## src/rtl/psg_pkg.sv

```systemverilog
package psg_pkg;

    localparam int NUM_CH = 3;
    localparam int LFSR_W = 17;
    localparam logic [LFSR_W-1:0] LFSR_SEED = LFSR_W'(1);

    typedef enum logic [1:0] {
        PRE_STD_LO = 2'b00,
        PRE_BYPASS = 2'b01,
        PRE_SLOW   = 2'b10,
        PRE_STD_HI = 2'b11
    } prescale_e;

    typedef struct packed {
        logic [NUM_CH-1:0] noise_off;
        logic [NUM_CH-1:0] tone_off;
    } mixer_t;

    function automatic logic [LFSR_W-1:0] lfsr_step(input logic [LFSR_W-1:0] s);
        return {s[0] ^ s[3], s[LFSR_W-1:1]};
    endfunction

    function automatic logic mix_bit(input logic tone, input logic noise,
                                     input logic toff, input logic noff);
        return (tone | toff) & (noise | noff);
    endfunction

endpackage

```

## src/rtl/psg_prescaler.sv

```systemverilog
module psg_prescaler
    import psg_pkg::*;
#(
    parameter int DIV_STD  = 8,
    parameter int DIV_SLOW = 128
) (
    input  logic       clk,
    input  logic       rst,
    input  logic [1:0] sel,
    output logic       tick
);
    localparam int CW = $clog2(DIV_SLOW);

    prescale_e      mode;
    logic [CW-1:0]  cnt;
    logic [CW-1:0]  lim;

    assign mode = prescale_e'(sel);

    always_comb begin
        case (mode)
            PRE_BYPASS: lim = '0;
            PRE_SLOW:   lim = CW'(DIV_SLOW - 1);
            default:    lim = CW'(DIV_STD - 1);
        endcase
    end

    assign tick = (cnt >= lim);

    always_ff @(posedge clk) begin
        if (rst)       cnt <= '0;
        else if (tick) cnt <= '0;
        else           cnt <= cnt + CW'(1);
    end

    // two ticks in a row only happen in bypass mode
    a_r4_back_to_back_bypass: assert property (@(posedge clk) disable iff (rst)
        (tick && $past(tick)) |-> (sel == 2'b01));

endmodule

```

## src/rtl/psg_tone_gen.sv

```systemverilog
module psg_tone_gen #(
    parameter int W = 12
) (
    input  logic         clk,
    input  logic         rst,
    input  logic         tick,
    input  logic [W-1:0] period,
    output logic         tone
);
    logic [W-1:0] cnt;
    logic [W-1:0] eff;
    logic [W:0]   nxt;
    logic         wrap;

    assign eff  = (period == '0) ? W'(1) : period;
    assign nxt  = {1'b0, cnt} + (W+1)'(1);
    assign wrap = (nxt >= {1'b0, eff});

    always_ff @(posedge clk) begin
        if (rst) begin
            cnt  <= '0;
            tone <= 1'b0;
        end else if (tick) begin
            if (wrap) begin
                cnt  <= '0;
                tone <= ~tone;
            end else begin
                cnt  <= nxt[W-1:0];
            end
        end
    end

    // the square-wave bit only moves on a prescaler tick
    a_r2_toggle_on_tick: assert property (@(posedge clk) disable iff (rst)
        !$stable(tone) |-> $past(tick));

    // a tick with the count at or past the period always restarts the count
    a_r10_wrap_restarts: assert property (@(posedge clk) disable iff (rst)
        (tick && wrap) |=> (cnt == '0));

endmodule

```

## src/rtl/psg_noise_gen.sv

```systemverilog
module psg_noise_gen
    import psg_pkg::*;
#(
    parameter int NW = 5
) (
    input  logic          clk,
    input  logic          rst,
    input  logic          tick,
    input  logic [NW-1:0] period,
    output logic          noise
);
    logic              half;
    logic [NW-1:0]     cnt;
    logic [NW-1:0]     eff;
    logic [NW:0]       nxt;
    logic [LFSR_W-1:0] lfsr;
    logic              adv;
    logic              wrap;

    assign eff   = (period == '0) ? NW'(1) : period;
    assign nxt   = {1'b0, cnt} + (NW+1)'(1);
    assign wrap  = (nxt >= {1'b0, eff});
    assign adv   = tick & half;
    assign noise = lfsr[0];

    always_ff @(posedge clk) begin
        if (rst) begin
            half <= 1'b0;
            cnt  <= '0;
            lfsr <= LFSR_SEED;
        end else begin
            if (tick) half <= ~half;
            if (adv) begin
                if (wrap) begin
                    cnt  <= '0;
                    lfsr <= lfsr_step(lfsr);
                end else begin
                    cnt  <= nxt[NW-1:0];
                end
            end
        end
    end

    // the shift register can never lock up at zero
    a_r8_lfsr_nonzero: assert property (@(posedge clk) disable iff (rst)
        lfsr != '0);

    // the register steps only on an every-other-tick advance
    a_r9_step_on_half_rate: assert property (@(posedge clk) disable iff (rst)
        !$stable(lfsr) |-> $past(tick && half));

endmodule

```

## src/rtl/psg_tone_noise.sv

```systemverilog
module psg_tone_noise
    import psg_pkg::*;
#(
    parameter int TONE_W   = 12,
    parameter int NOISE_W  = 5,
    parameter int DIV_STD  = 8,
    parameter int DIV_SLOW = 128
) (
    input  logic               clk,
    input  logic               rst,
    input  logic [1:0]         prescale_sel,
    input  logic [TONE_W-1:0]  period_a,
    input  logic [TONE_W-1:0]  period_b,
    input  logic [TONE_W-1:0]  period_c,
    input  logic [NOISE_W-1:0] noise_period,
    input  logic [5:0]         mixer,
    output logic [2:0]         chan_out
);
    logic                tick;
    logic                noise;
    logic [NUM_CH-1:0]   tone;
    logic [TONE_W-1:0]   per [NUM_CH];
    mixer_t              mx;

    assign per[0] = period_a;
    assign per[1] = period_b;
    assign per[2] = period_c;
    assign mx     = mixer_t'(mixer);

    psg_prescaler #(.DIV_STD(DIV_STD), .DIV_SLOW(DIV_SLOW)) u_pre (
        .clk  (clk),
        .rst  (rst),
        .sel  (prescale_sel),
        .tick (tick)
    );

    psg_noise_gen #(.NW(NOISE_W)) u_noise (
        .clk    (clk),
        .rst    (rst),
        .tick   (tick),
        .period (noise_period),
        .noise  (noise)
    );

    for (genvar i = 0; i < NUM_CH; i++) begin : g_ch
        psg_tone_gen #(.W(TONE_W)) u_tone (
            .clk    (clk),
            .rst    (rst),
            .tick   (tick),
            .period (per[i]),
            .tone   (tone[i])
        );

        assign chan_out[i] = mix_bit(tone[i], noise, mx.tone_off[i], mx.noise_off[i]);

        // both sources disabled leaves the channel high
        a_r7_both_off_high: assert property (@(posedge clk) disable iff (rst)
            (mx.tone_off[i] && mx.noise_off[i]) |-> chan_out[i]);

        // an enabled tone source that is low forces the channel low
        a_r6_tone_gates: assert property (@(posedge clk) disable iff (rst)
            (!mx.tone_off[i] && !tone[i]) |-> !chan_out[i]);
    end

endmodule

```

## config.mk

```make
export PLATFORM = sky130hd
export DESIGN_NAME = psg_tone_noise
export DESIGN_NICKNAME = d
export VERILOG_FILES = /design/src/rtl/psg_pkg.sv /design/src/rtl/psg_prescaler.sv /design/src/rtl/psg_tone_gen.sv /design/src/rtl/psg_noise_gen.sv /design/src/rtl/psg_tone_noise.sv
export SDC_FILE = /design/constraint.sdc
export NUM_CORES = 1
export LEC_CHECK = 0
export ABC_AREA = 1
export BUFFER_PORTS_ARGS = -buffer_cell sky130_fd_sc_hd__buf_2
export CAP_MARGIN = 5
export CORE_MARGIN = 1
export CORE_UTILIZATION = 30
export CTS_BUF_LIST = sky130_fd_sc_hd__clkbuf_8
export DETAILED_ROUTE_END_ITERATION = 10
export SLEW_MARGIN = 10
export SYNTH_ARGS = -nofsm -noshare
export SYNTH_HDL_FRONTEND = slang
export SYNTH_SLANG_ARGS = --single-unit
```

## constraint.sdc

```tcl
create_clock -name clk -period 3.7 [get_ports clk]
set_input_delay 0.74 -clock clk [delete_from_list [all_inputs] [get_ports clk]]
set_output_delay 0.74 -clock clk [all_outputs]
set_load 0.05 [all_outputs]
```

* Yosys cells after proc, flatten, opt, wreduce, memory -nomap -nowiden *
Cells that the tools add are included.

word-level totals
  register bits = 69
  input bits = 51

cells by class
  $add $sub $neg = 5
  $lt $le $gt $ge = 5
  equality and inequality tests = 2
  multiplexer cells = 9
  bitwise gates (word level) = 15
  reductions and logical operators = 9

operators with widths
  kind                                                                    count
  12-bit 2-to-1 mux                                                       6
  12-bit by 1-bit adder with 13-bit output (second input constant)        3
  13-bit by 12-bit >= comparator with 1-bit output                        3
  12-bit zero test                                                        3
  7-bit case mux with 2 select lines                                      1
  5-bit 2-to-1 mux                                                        2
  2-bit AND reduction                                                     4
  7-bit by 1-bit adder with 7-bit output (second input constant)          1
  7-bit >= comparator                                                     1
  5-bit by 1-bit adder with 6-bit output (second input constant)          1
  6-bit by 5-bit >= comparator with 1-bit output                          1
  1-bit bitwise OR                                                        6
  5-bit zero test                                                         1
  1-bit AND                                                               4
  1-bit NOT                                                               4
  2-bit by 1-bit equality test with 1-bit output (second input constant)  1
  2-bit equality test (second input constant)                             1
  2-bit OR reduction                                                      1
  1-bit XOR                                                               1

* Longest topological paths before layout *
Gate-level depths: netlist of run 1.

  depth after elaboration = 5
  depth in mapped cells = 17

* Modules after synthesis *
A second synthesis of run 1 with hierarchy kept.

second synthesis, totals
  cell total of the unflattened synthesis = 755
  area, all modules = 5,123.7 um2

by module, submodules not included
  module          instances  cells an instance  area an instance (um2)
  psg_tone_gen    3          169                1,136.1
  psg_noise_gen   1          175                1,214.9
  psg_prescaler   1          64                 466.7
  psg_tone_noise  1          9                  33.8

* Worst setup path before layout of run 1 *
Ideal clock, no wire load.

  path kind = register to register
  from = reg g_ch[0].u_tone.cnt[0]
  to = reg g_ch[0].u_tone.cnt[10]
  setup time = 69 ps
  data arrival time = 2,198 ps
  data required time = 3,631 ps
  slack = 1,433 ps
  cell stages (with the launch flop) = 16
  buffers on the path = 1
  path through = dfxtp_1 -> ha_1 -> nand2_1 -> nor2_2 -> nand2_1 -> nor2_1 -> xor2_1 -> ha_1 -> a21oi_1 -> o21bai_1 -> nor2_1 -> nand3_1 -> nor2_2 -> buf_6 -> nand2_1 -> o21ai_1

on the way
  cells in the longest elaborated chain, start to end = 3

RTL lines
  what                                              line                source
  start, declared                                   psg_tone_gen.sv:10  logic [W-1:0] cnt;
  start signal, assigned                            psg_tone_gen.sv:28  cnt <= nxt[W-1:0];
  12-bit by 1-bit adder with 13-bit output *        psg_tone_gen.sv:16  assign nxt = {1'b0, cnt} + (W+1)'(1);
  13-bit by 12-bit >= comparator with 1-bit output  psg_tone_gen.sv:17  assign wrap = (nxt >= {1'b0, eff});
  12-bit 2-to-1 mux *                               psg_tone_gen.sv:24  if (wrap) begin

Mark *: on every way between the ends. The rest lies on a longest branch, timed or not.
A chain may end at the register's enable or synchronous reset.

* Worst setup path in the final report of run 1 *
  from = reg g_ch[0].u_tone.cnt[0]
  to = reg g_ch[0].u_tone.cnt[8]

Same word-level chain as after synthesis.

==> impl_metrics.py, run 1 <==
metrics = {
    "status": {
        "status": "complete, no violations",
    },
    "power": {
        "leakagePower_nw": 2.78,
        "peakVddDrop_uv": 137,
        "fin_total_pwr_mw": 1.59,
        "powerDensity_mw_per_mm2": 291,
    },
    "placement": {
        "hpwl_mm": 7.19,
        "dpl_cell_area_mm2": 0.00528,
        "place_congestion": 0.820,
        "dp.cells": 974,
        "dp_worst_setup_slack_ps": 718,
        "io_buffers": 53,
    },
    "detailed_routing": {
        "wirelength_mm": 9.45,
        "route.detailed.drc": 0,
        "wl_per_cell_um": 9.54,
        "ant_nets": 0,
        "drtPass1Iterations": 4,
        "vias": 4214,
        "post_drt_via_cell_ratio": 4.26,
        "initialDrtViolationCount": 212,
    },
    "cells_and_area": {
        "final_area_mm2": 0.00546,
        "layout_common_cells": "176 x nand2_1, 132 x inv_1, 75 x nor2_1",
        "drive_above_1_share_pct": 11.4,
        "diodes": 0,
        "regArea_mm2": 0.00138,
        "fill_cells": 1720,
        "multi_input_area_mm2": 0.00286,
        "fin_cells": 990,
        "synthToLayoutAreaGrowth_pct": 12.6,
        "final_util_pct": 34.5,
        "nets": 873,
        "layout_commonest_cell": "nand2_1",
    },
    "critical_path": {
        "cp_data_arrival_time_ps": 3080,
        "crit_chain": "ha_1, nand2_1, nor2_2, nand2_1, nor2_1, xor2_1, ha_1, a21oi_1, o21bai_1, nor2_1, nand3_1, nor2_2, nand2_1, o21ai_1",
        "crit_start": "g_ch[0].u_tone.cnt[0]",
        "cp.required_ps": 3970,
        "crit_fanout": 12,
        "crit_type": "reg -> reg",
        "ff2ff_setup_slack_ps": 890,
        "cp.buffers_inverters": 0,
        "critical-path-max-stage-delay_ps": 430,
        "cp-start-kind": "register",
        "crit_path_top_delay_cell": "nor2_2",
        "rr_startpoint": "g_ch[0].u_tone.cnt[0]",
        "cp_common_cell": "nand2_1",
        "cpLargestDelayFamily": "simple AND/OR/NAND/NOR gates",
        "crit_path_end_kind": "register",
    },
    "yosys": {
        "ys_types": 31,
        "synthesis.instances": 719,
        "synth_seq_area_share_pct": 28.5,
        "ys_ff_latch": 69,
        "syn_avg_cell_area_um2": 6.75,
        "yosys_warnings": 0,
        "ys.flop_type": "dfxtp_1",
        "synth_edf_count": 0,
        "syn-cell-area_mm2": 0.00485,
        "synth_fp_nets": 823,
        "async_reset_ff_share_pct": 0,
    },
    "grt": {
        "grt_pass1_vias": 3778,
        "antenna_found_initial": 0,
        "grt_pass1_wl_mm": 16.3,
        "grt_start_max_net_pins": 37,
        "grtUsageTotal_pct": 12.2,
        "grt_overflow_total": 0,
    },
    "die": {
        "dieWidth_um": 129,
        "core_area_mm2": 0.0158,
        "start_util_pct": 30.7,
        "die_h_um": 129,
        "io_pins": 54,
        "dieArea_mm2": 0.0167,
        "num_rows": 46,
    },
    "clock_tree": {
        "cts-root-buf": "clkbuf_8",
        "cts_tree": "built",
        "worstSkewPairLatency_ps": 340,
        "cts_buffer_depth": 2,
        "ctsResizeCount": 0,
        "cts_setup_buffers": 0,
        "cts_sinks": 69,
        "cts_max_level": 3,
        "cts_hold_buf": 0,
        "cts.clk_slew.worst_paths_ps": 80,
        "cts_inserted_buffers": 9,
    },
    "sta": {
        "hold_slack_ps": 476,
        "relSlewSlack_pct": 63.3,
        "finalSetupTns_ps": 0,
        "tightest_slew_ps": 550,
        "fin_crit_sh_pct": 75.9,
        "setup_viol": 0,
        "fmax_ghz": 0.356,
        "hold_violations": 0,
        "fin_ws_ps": 891,
        "slew_violations": 0,
        "fin_crit_ps": 2810,
        "skew_ps": 8.34,
        "rsz0062_at_grt": "no",
    },
    "job": {
        "drv_cap": 0,
    },
    "worst_hold_path": {
        "min_from": "g_ch[0].u_tone.cnt[1]",
        "min_path_type": "reg -> reg",
    },
}
-- sequential cells by signal, summed over array words and instances, names as in the netlist --
signal	flops
u_noise.half	1
u_noise.cnt	5
g_ch.u_tone.tone	3
u_pre.cnt	7
g_ch.u_tone.cnt	36
u_noise.lfsr	17
-- logic make-up after synthesis --
kind of cell / count (synthesis) / share of synthesized area (%)
buffers and inverters: 149 / 12.7
adder cells (fa/ha/maj): 53 / 13.7
AND/OR/NAND/NOR: 346 / 30.9
AO/OA/AOI/OAI: 66 / 7.76
XOR/XNOR: 36 / 6.50
flip-flops: 69 / 28.5
-- per-layer routing --
metal	track usage (%)	part of all wire (%)	vias up
li1	-	-	2354
met3	1.98	1.9	9
met1	15.6	53	1804
met4	4.98	1.0	0
met2	20.3	44	47
met5	0	0	-
-- report_power, final --
| group | total (mW) | switching, mW | internal, mW |
|---|---|---|---|
| logic | 0.239 | 0.141 | 0.0972 |
| clock network | 0.559 | 0.285 | 0.274 |
| registers | 0.790 | 0.0271 | 0.763 |
-- synthesized netlist by cell type, drive strengths merged, types with 4 or more instances --
library cell  number  area share, %
a21oi             33            3.4
a41o               4           0.83
buf               15            2.3
dfxtp             69             28
ha                53             14
inv              133             10
nand2            178             14
nand3             59            6.5
nand4              4           0.83
nor2              83            7.1
nor3              11            1.1
nor4               6           0.77
o21ai             20            2.1
o21bai             4           0.62
xnor2              4           0.72
xor2              32            5.8
-- worst register-to-register path, cell delays in order, from the launching register on --
cell      delay, ps
dfxtp_1         410
ha_1            210
nand2_1          80
nor2_2          170
nand2_1         120
nor2_1          120
xor2_1          230
ha_1            280
a21oi_1         150
o21bai_1         80
nor2_1          100
nand3_1         170
nor2_2          430
nand2_1          90
o21ai_1          80
-- path summary, 6_finish.rpt --
path                            to  cells past startpoint
max          g_ch[0].u_tone.cnt[8]                     14
min          g_ch[0].u_tone.cnt[1]                      2
max reg2reg  g_ch[0].u_tone.cnt[8]                     14
min reg2reg  g_ch[0].u_tone.cnt[1]                      2
-- final cells by class --
class / instances / share of cell area (%)
Timing Repair Buffer: 54 / 4.99
Clock inverter: 5 / 0.481
Tap cell: 216 / 4.95
Sequential cell: 69 / 25.3
Inverter: 134 / 9.21
Clock buffer: 11 / 2.77
Multi-Input combinational cell: 501 / 52.3
(Power assumes the default switching activity.)
==> run 2: changes to the inputs <==
--- a/config.mk
+++ b/config.mk
@@ -5,7 +5,7 @@
 export SDC_FILE = /design/constraint.sdc
 export NUM_CORES = 1
 export LEC_CHECK = 0
-export ABC_AREA = 1
+export ABC_AREA = 0
 export BUFFER_PORTS_ARGS = -buffer_cell sky130_fd_sc_hd__buf_2
 export CAP_MARGIN = 5
 export CORE_MARGIN = 1
==> constraint.sdc (replaced) <==
create_clock -name clk -period 2.7 [get_ports clk]
set_input_delay 0.54 -clock clk [delete_from_list [all_inputs] [get_ports clk]]
set_output_delay 0.54 -clock clk [all_outputs]
set_load 0.05 [all_outputs]
==> impl_metrics.py, run 2 <==
metrics = {
    "clock_tree": {
        "cts_buffer_depth": 2,
        "cts.clk_slew.worst_paths_ps": 70,
        "worstSkewPairLatency_ps": 340,
        "cts_hold_buf": 0,
        "cts_inserted_buffers": 9,
        "cts_tree": "built",
        "cts_sinks": 69,
        "cts_max_level": 3,
        "cts-root-buf": "clkbuf_8",
    },
    "yosys": {
        "syn_avg_cell_area_um2": 8.76,
        "yosys_warnings": 0,
        "synth_most_common_cell": "dfxtp_1",
        "async_reset_ff_share_pct": 0,
        "synthesis.instances": 517,
        "ys_ff_latch": 69,
        "synth_fp_nets": 621,
        "ys_types": 55,
        "syn-cell-area_mm2": 0.00453,
        "yosysTopAreaCell": "dfxtp_1",
        "synth_top_cells_by_count": "69 x dfxtp_1, 53 x ha_1, 47 x inv_1",
        "synth_edf_count": 0,
        "synth_seq_area_share_pct": 30.5,
        "ys_top_cells_by_area": "dfxtp_1 30%, ha_1 15%, mux2i_1 4.9%",
        "ys.flop_type": "dfxtp_1",
        "synth_top_area_share_pct": 30.5,
    },
    "cells_and_area": {
        "layout_commonest_cell": "buf_4",
        "drive_above_1_share_pct": 39.9,
        "diodes": 0,
        "largest-register": "g_ch.u_tone.cnt",
        "synthToLayoutAreaGrowth_pct": 44.7,
        "largestRegisters": "g_ch.u_tone.cnt (36), u_noise.lfsr (17), u_pre.cnt (7)",
        "layout_common_cells": "82 x buf_4, 55 x dfxtp_1, 53 x buf_2",
        "nets": 766,
        "largest_reg_flops": 36,
    },
    "placement": {
        "io_buffers": 53,
        "place_congestion": 0.780,
        "dp_worst_setup_slack_ps": -378,
        "hpwl_mm": 8.02,
    },
    "die": {
        "dieArea_mm2": 0.0156,
        "io_pins": 54,
        "dieWidth_um": 125,
        "die_h_um": 125,
        "core_area_mm2": 0.0146,
        "start_util_pct": 30.9,
        "num_rows": 44,
    },
    "sta": {
        "rsz0062_at_grt": "yes",
        "relSlewSlack_pct": 51.9,
        "slew_violations": 0,
        "fmax_ghz": 0.344,
        "fin_crit_sh_pct": 108,
        "fin_ws_ps": -207,
        "setup_viol": 23,
        "skew_ps": 11.3,
        "hold_violations": 0,
        "fin_crit_ps": 2910,
        "tightest_slew_ps": 720,
        "finalSetupTns_ps": -2930,
    },
    "critical_path": {
        "cp-start-kind": "register",
        "crit_path_end_kind": "register",
        "crit_type": "reg -> reg",
        "crit_start": "g_ch[1].u_tone.cnt[0]",
        "rr_startpoint": "g_ch[1].u_tone.cnt[0]",
        "crit_fanout": 6,
        "cp.required_ps": 2980,
        "cp_data_arrival_time_ps": 3190,
    },
    "grt": {
        "grt_pass1_wl_mm": 18.3,
        "grt_overflow_total": 0,
        "antenna_found_initial": 0,
        "grtUsageTotal_pct": 14.1,
        "grt_start_max_net_pins": 27,
        "grt_pass1_vias": 4107,
    },
    "job": {
        "drv_cap": 0,
    },
    "detailed_routing": {
        "wl_per_cell_um": 13.1,
        "wirelength_mm": 11.1,
        "vias": 4227,
        "initialDrtViolationCount": 111,
        "ant_nets": 0,
        "post_drt_via_cell_ratio": 4.97,
        "route.detailed.drc": 2,
        "drtPass1Iterations": 7,
    },
    "status": {
        "status": "finished with violations",
        "violations": "design-rule violations, negative setup slack",
    },
    "worst_hold_path": {
        "min_from": "g_ch[0].u_tone.cnt[0]",
        "min_path_type": "reg -> reg",
    },
    "power": {
        "peakVddDrop_uv": 208,
        "leakagePower_nw": 3.03,
        "powerDensity_mw_per_mm2": 343,
    },
}
## run 2: cell count changes after synthesis, moves of 14 or more
cell and change:
xnor2_1 +20, inv_1 -84, nand2_1 -141, mux2i_1 +22, nand3_1 -19, a32o_1 +14
xor2_1 -17, nor2_1 -58
## run 2: cell type report
| class | count | area, µm² |
|---|---|---|
| clock buffer | 9 | 124 |
| clock inverter | 7 | 90.1 |
| fill | 1407 | 8090 |
| inverter | 47 | 176 |
| multi-input combinational | 384 | 3410 |
| sequential | 69 | 1410 |
| tap | 184 | 230 |
| timing repair buffer | 151 | 1110 |
## run 2: what timing repair did
| item | 4_1_cts | 5_1_grt |
|---|---|---|
| pin swaps | 17 | 66 |
| endpoints found under the setup margin | 32 | 39 |
| buffers inserted | 10 | 22 |
| resized for setup | 31 | 74 |
| cloned | 1 | 0 |
## run 2: report_power, final
part,internal (mW),total (mW),switching (mW)
clock network,0.515,0.905,0.391
registers,1.02,1.03,0.0116
logic,0.148,0.311,0.163
total,1.68,2.25,0.565
## run 2: worst max-delay path, stage by stage (launching register included)
cell	delay, ps
dfxtp_4	370
ha_4	130
and4_4	210
nand4_1	160
buf_4	210
xnor2_2	120
ha_1	300
a22o_1	210
o41a_1	320
or4_4	490
nor2_4	180
a22o_1	140
## run 2: per-stage QoR
step	utilization, %	instance area, µm²	hold WS (ps)	instances	power [mW]
6_report	44.8	6560	457	851	2.25
5_1_grt	44.8	6560	467	851	2.36
4_1_cts	41.1	6020	472	829	2.24
3_5_place_dp	38.2	5590	461	802	1.32
3_3_place_gp	38.2	5590	455	802	1.31
2_1_floorplan	-	4650	441	517	1.20
## run 2: kinds of logic after synthesis
| group | count (synthesis) | synth area share [%] |
|---|---|---|
| AOI/OAI and AO/OA | 109 | 17.5 |
| DFF | 69 | 30.5 |
| muxes | 22 | 4.86 |
| and+or+nand+nor | 160 | 19.1 |
| xor gates and xnor gates | 39 | 7.54 |
| buffers and inverters | 65 | 5.86 |
| adders and majority gates | 53 | 14.6 |
## run 2: final timing paths
kind	endpoint	slack (ps)	cells past startpoint
setup / recovery	g_ch[1].u_tone.cnt[1]	-210	11
hold / removal	g_ch[0].u_tone.cnt[0]	460	1
setup reg to reg	g_ch[1].u_tone.cnt[1]	-210	11
hold reg to reg	g_ch[0].u_tone.cnt[0]	460	1
## run 2: layer usage
layer	GRT usage [%]	share of wire, %	wire (µm)
met5	0	0	0
met4	3.52	1.1	120
met3	2.10	2.7	297
met2	25.4	51	5640
met1	17.4	46	5070
